===== src/rtl/rstkey_pkg.sv =====
package rstkey_pkg;
  localparam logic [15:0] UNLOCK_KEY = 16'hA05F;
  localparam logic [15:0] STORE_MASK = 16'h7FFF;

  // variants 0..2 implement reset control, all others leave it reserved
  function automatic bit variant_reserved(input int v);
    return !(v == 0 || v == 1 || v == 2);
  endfunction

  function automatic int variant_trig_bit(input int v);
    return (v == 0) ? 8 : 2;
  endfunction
endpackage


===== src/rtl/rstkey_lock.sv =====
module rstkey_lock #(
  parameter int DATA_W = 32
) (
  input  logic              clk,
  input  logic              rst_n,
  input  logic              wr_i,
  input  logic [DATA_W-1:0] wdata_i,
  output logic [15:0]       lock_o,
  output logic              unlocked_o
);
  import rstkey_pkg::*;

  localparam logic [DATA_W-1:0] KEY_WORD = DATA_W'(UNLOCK_KEY);

  logic [15:0] lock_q;

  always_ff @(posedge clk) begin
    if (!rst_n) begin
      lock_q <= '0;
    end else if (wr_i) begin
      if (wdata_i == KEY_WORD) lock_q <= UNLOCK_KEY;
      else                     lock_q <= wdata_i[15:0] & STORE_MASK;
    end
  end

  assign lock_o     = lock_q;
  assign unlocked_o = (lock_q == UNLOCK_KEY);
endmodule


===== src/rtl/rstkey_level.sv =====
module rstkey_level #(
  parameter int DATA_W  = 32,
  parameter int VARIANT = 0
) (
  input  logic              clk,
  input  logic              rst_n,
  input  logic              wr_i,
  input  logic              unlocked_i,
  input  logic [DATA_W-1:0] wdata_i,
  output logic [DATA_W-1:0] level_o,
  output logic              req_o
);
  import rstkey_pkg::*;

  localparam bit RESERVED = variant_reserved(VARIANT);
  localparam int TRIG     = variant_trig_bit(VARIANT);

  generate
    if (RESERVED) begin : g_reserved
      logic unused_inputs;
      assign unused_inputs = ^{clk, rst_n, wr_i, unlocked_i, wdata_i};
      assign level_o = '0;
      assign req_o   = 1'b0;
    end else begin : g_active
      logic [DATA_W-1:0] level_q;
      logic              req_q;
      logic              accept;

      assign accept = wr_i && unlocked_i;

      always_ff @(posedge clk) begin
        if (!rst_n) begin
          level_q <= '0;
          req_q   <= 1'b0;
        end else begin
          req_q <= accept && wdata_i[TRIG];
          if (accept) level_q <= wdata_i;
        end
      end

      assign level_o = level_q;
      assign req_o   = req_q;
    end
  endgenerate
endmodule


===== src/rtl/rstkey_rdmux.sv =====
module rstkey_rdmux #(
  parameter int ADDR_W = 12,
  parameter int DATA_W = 32,
  parameter logic [ADDR_W-1:0] LOCK_ADDR = '0,
  parameter logic [ADDR_W-1:0] CTRL_ADDR = '0
) (
  input  logic [ADDR_W-1:0] addr_i,
  input  logic [15:0]       lock_i,
  input  logic [DATA_W-1:0] level_i,
  output logic [DATA_W-1:0] rdata_o
);
  always_comb begin
    rdata_o = '0;
    if (addr_i == LOCK_ADDR)      rdata_o = DATA_W'(lock_i);
    else if (addr_i == CTRL_ADDR) rdata_o = level_i;
  end
endmodule


===== src/rtl/keyed_reset_ctrl.sv =====
module keyed_reset_ctrl #(
  parameter int ADDR_W  = 12,
  parameter int DATA_W  = 32,
  parameter int VARIANT = 0
) (
  input  logic              clk,
  input  logic              rst_n,
  input  logic [ADDR_W-1:0] addr_i,
  input  logic              wr_en_i,
  input  logic [DATA_W-1:0] wdata_i,
  output logic [DATA_W-1:0] rdata_o,
  output logic              rst_req_o
);
  localparam logic [ADDR_W-1:0] LOCK_ADDR = ADDR_W'(32'h20);
  localparam logic [ADDR_W-1:0] CTRL_ADDR = ADDR_W'(32'h40);

  logic [15:0]       lock_q;
  logic              unlocked;
  logic [DATA_W-1:0] level_q;
  logic              wr_lock;
  logic              wr_ctrl;

  assign wr_lock = wr_en_i && (addr_i == LOCK_ADDR);
  assign wr_ctrl = wr_en_i && (addr_i == CTRL_ADDR);

  rstkey_lock #(.DATA_W(DATA_W)) u_lock (
    .clk        (clk),
    .rst_n      (rst_n),
    .wr_i       (wr_lock),
    .wdata_i    (wdata_i),
    .lock_o     (lock_q),
    .unlocked_o (unlocked)
  );

  rstkey_level #(.DATA_W(DATA_W), .VARIANT(VARIANT)) u_level (
    .clk        (clk),
    .rst_n      (rst_n),
    .wr_i       (wr_ctrl),
    .unlocked_i (unlocked),
    .wdata_i    (wdata_i),
    .level_o    (level_q),
    .req_o      (rst_req_o)
  );

  rstkey_rdmux #(
    .ADDR_W(ADDR_W), .DATA_W(DATA_W),
    .LOCK_ADDR(LOCK_ADDR), .CTRL_ADDR(CTRL_ADDR)
  ) u_rdmux (
    .addr_i  (addr_i),
    .lock_i  (lock_q),
    .level_i (level_q),
    .rdata_o (rdata_o)
  );
endmodule


===== config.mk =====
export PLATFORM = sky130hd
export DESIGN_NAME = keyed_reset_ctrl
export DESIGN_NICKNAME = d
export VERILOG_FILES = /design/src/rtl/rstkey_pkg.sv /design/src/rtl/rstkey_lock.sv /design/src/rtl/rstkey_level.sv /design/src/rtl/rstkey_rdmux.sv /design/src/rtl/keyed_reset_ctrl.sv
export SDC_FILE = /design/constraint.sdc
export NUM_CORES = 1
export LEC_CHECK = 0
export ABC_CLOCK_PERIOD_IN_PS = 1540
export BUFFER_PORTS_ARGS = -buffer_cell sky130_fd_sc_hd__buf_2
export CAP_MARGIN = 20
export CORE_MARGIN = 4
export CORE_UTILIZATION = 45
export CTS_CLUSTER_DIAMETER = 50
export DETAILED_ROUTE_END_ITERATION = 8
export GPL_ROUTABILITY_DRIVEN = 0
export PLACE_DENSITY = 0.75
export RECOVER_POWER = 100
export SETUP_SLACK_MARGIN = 0.1
export SYNTH_ARGS = -nofsm -noshare
export SYNTH_HDL_FRONTEND = slang
export SYNTH_SLANG_ARGS = --single-unit

===== constraint.sdc =====
create_clock -name clk -period 1.54 [get_ports clk]
set_input_delay 0.231 -clock clk [delete_from_list [all_inputs] [get_ports clk]]
set_output_delay 0.231 -clock clk [all_outputs]
set_load 0.02 [all_outputs]

==> metrics.md <==
| Metric | Value |
|---|---|
| Syn nets | `304` |
| Register area | `roughly 980 sq um` |
| Top FF cell, synth | `dfxtp_1` |
| Core footprint | `5110 sq um` |
| Initial antenna violation count | `0` |
| DR vias/cell | `5.25` |
| Commonest non-fill, non-tap cell in the layout | `nand2_1` |
| Die Footprint | `between 6000 and 7000 sq um` |
| Post-synth top area cell | `dfxtp_1` |
| CTS Buf Count | `5` |
| Leakage Power | `1.93 nW` |
| Post-DP Area | `3150 sq um` |
| Routed WL | `7090 microns` |
| Highest clock rate | `527 MHz` |
| Yosys cell types | `24` |
| RSZ-0062 raised after global routing | `true` |
| TritonCTS clock tree | `done` |
| Final period util | `123%` |
| Setup_tns | `-7.67 ns` |
| CP most frequent cell | `buf_6` |
| Most frequent cells in the layout | `67 x nand2_1, 46 x mux2i_1, 46 x dfxtp_1` |
| Dpl cells | `~400` |
| Max IR drop VDD | `487 uV` |
| Post-Layout Cell Count | `428` |
| Crit path capture type | `primary output` |
| PwrDens | `614 nW/um^2` |
| CTS Buffer Depth | `2` |
| Worst hold slack | `0.167 ns` |
| Synthesized area | `around 2400 sq um` |
| Post-synth EDFFs | `0` |
| Starting Density | `46.5%` |
| Die height | `between 80 and 90 microns` |
| Avg WL per Cell | `16.6 microns` |
| Worst min-delay path class | `in -> reg` |
| # fillers | `between 300 and 400` |
| Max FO, Critical Path | `8` |
| Critical Path RT | `1.31 ns` |
| Residual DRC count | `0` |
| Pre-CTS setup slack | `-0.405 ns` |
| Outcome | `finished with violations` |
| Final worst path period need | `roughly 1.9 ns` |
| Ratio of cells with drive above 1 in the final layout | `45.3%` |
| Root cell of the clock tree | `clkbuf_8` |
| Setup slack after layout | `-0.356 ns` |
| First drt pass iteration count | `4` |
| DP HPWL | `around 4200 microns` |
| Via count | `about 2.2k` |
| Clock Latency Late Sink | `0.30 ns` |
| Pwr Total | `2.29 mW` |
| Fin Clk Skew | `0.00458 ns` |
| Switching fraction of total power | `22.9%` |
| Synth top area cells | `dfxtp_1 41%, mux2i_1 20%, nand2_1 11%` |
| Clk network pwr share | `36.4%` |
| DRT iter0 DRCs | `108` |
| Die width | `between 80 and 90 microns` |
| Final setup violation count | `62` |
| Footprint of the multi-input gates | `1520 sq um` |
| Total GRT Usage | `22.4%` |
| CP arrival | `1.66 ns` |
| PortBufs | `79` |
| Sw Pwr | `525 uW` |
| Reg2reg setup slack | `0.04 ns` |
| I/O pin total | `80` |
| Syn Inst Count | `~260` |
| CTS H-Tree Depth | `2` |
| Worst-margin pin slew | `0.550 ns` |
| Largest net degree at the start of global routing | `68` |
| Async S/R FF share, synth | `0%` |
| Crit path largest cell delay | `0.31 ns` |
| Cell Int Power | `1.77 mW` |
| Post-route cell area | `3740 sq um` |
| Slew HR | `63.4%` |
| CTS sink cnt | `49` |
| Number of diodes | `0` |
| Fin. Hold Viols | `0` |
| Comb pwr share | `roughly 8.5%` |
| Slowest cell on crit path | `nor4_4` |
| CP Class | `in -> out` |
| Post-DRT Antenna Nets | `0` |
| Crit-path cells | `buf_6 -> nor4_4 -> nand2_1 -> nor4bb_4 -> buf_4 -> buf_12 -> a22o_1 -> buf_6` |
| Max-Cap Viols | `0` |
| Final global-route overflow total | `0` |
| Layout Utilization | `73.2%` |
| Sequential share of the synthesized area | `41.3%` |
| Startpoint types | `input pin` |
| Clk slew on worst S/H paths | `0.09 ns` |
| Ys Warns | `0` |
| FP Rows | `26` |
| Register bit count reported by yosys | `49` |
| Cts hold-fix bufs | `0` |
| Failing checks | `negative setup slack` |
| Fin. max-slew vios | `0` |
| Crit-path leading delay family | `simple AND/OR/NAND/NOR gates` |
| Fin nets | `a little over 400` |
| Top cell type's share of synthesized area | `about two fifths` |
| Area delta synth->final | `57.4%` |
| Vias in the first global route | `about 2.3k` |
| First-pass GRT wire length | `roughly 11000 microns` |
| Flop pwr share | `roughly 55%` |
| Syn Area/Cell | `9.24 sq um` |
| Worst path bufs/invs | `4` |
==> power by group through the flow <==
| stage | combinational, mW | clock [mW] | sequential (mW) |
|---|---|---|---|
| 2_1_floorplan | 0.0660 | 0 | 1.30 |
| 3_3_place_gp | 0.176 | 0 | 1.30 |
| 3_5_place_dp | 0.179 | 0 | 1.30 |
| 4_1_cts | 0.188 | 0.843 | 1.27 |
| 5_1_grt | 0.211 | 0.904 | 1.27 |
| 6_report | 0.194 | 0.834 | 1.27 |
==> logic make-up (layout without fill, tap and decap cells) <==
| family | after synthesis | count (layout) | share of synthesized area [%] |
|---|---|---|---|
| compound gates | 17 | 17 | 6.22 |
| buf+inv | 19 | 120 | 3.64 |
| flops | 49 | 49 | 41.3 |
| mux | 47 | 47 | 19.8 |
| simple gates | 125 | 125 | 29.0 |
==> state kept, by name, summed over array words and instances (netlist names) <==
signal,cells
u_level.req_o,1
u_lock.lock_o,16
u_level.level_o,32
==> layer usage <==
| layer | track usage (%) | vias to the layer above | routed length (microns) |
|---|---|---|---|
| met5 | 0 | - | 0 |
| met4 | 6.93 | 0 | 209 |
| met3 | 3.81 | 20 | 213 |
| met2 | 39.8 | 58 | 3660 |
| met1 | 27.3 | 1084 | 3010 |
| li1 | - | 1085 | - |
==> worst reg2reg max path, stage by stage (launching register included) <==
cell and delay, ns:
dfxtp_1 0.35, nor4bb_2 0.30, and4_1 0.27, nand3_4 0.14, buf_6 0.19, mux2i_2 0.15
==> synthesized netlist by cell type, types with 2 or more instances <==
| master | count |
|---|---|
| a22o_1 | 16 |
| nor4bb_1 | 2 |
| nor4b_1 | 2 |
| or4_1 | 2 |
| nand2_1 | 67 |
| buf_4 | 2 |
| nor4_4 | 2 |
| clkbuf_1 | 11 |
| and4_1 | 2 |
| nor4_1 | 4 |
| buf_2 | 6 |
| and2_1 | 16 |
| dfxtp_1 | 49 |
| nand4_1 | 2 |
| nor2_1 | 4 |
| mux2i_1 | 47 |
| nor2b_1 | 16 |
==> path summary, 6_finish.rpt <==
kind                        from             endpoint  cells after the start
max                    addr_i[4]           rdata_o[1]                      8
min                  wdata_i[24]  u_level.level_o[24]                      3
max reg2reg     u_lock.lock_o[6]   u_level.level_o[0]                      5
min reg2reg  u_level.level_o[18]  u_level.level_o[18]                      2
==> final cells by class <==
class	count	area share [%]
clock buffer	7	2.58
timing repair buffer	112	27.9
multi-input combinational	189	40.7
tap	70	2.34
sequential	49	26.3
clock inverter	1	0.134
==> repair_timing <==
item,in CTS,in global routing
setup endpoints to repair,65,67
cloned,6,2
pin swaps,7,12
buffers inserted,11,3
resized for setup,84,7
No activity file was read; power rests on OpenSTA's default activity.
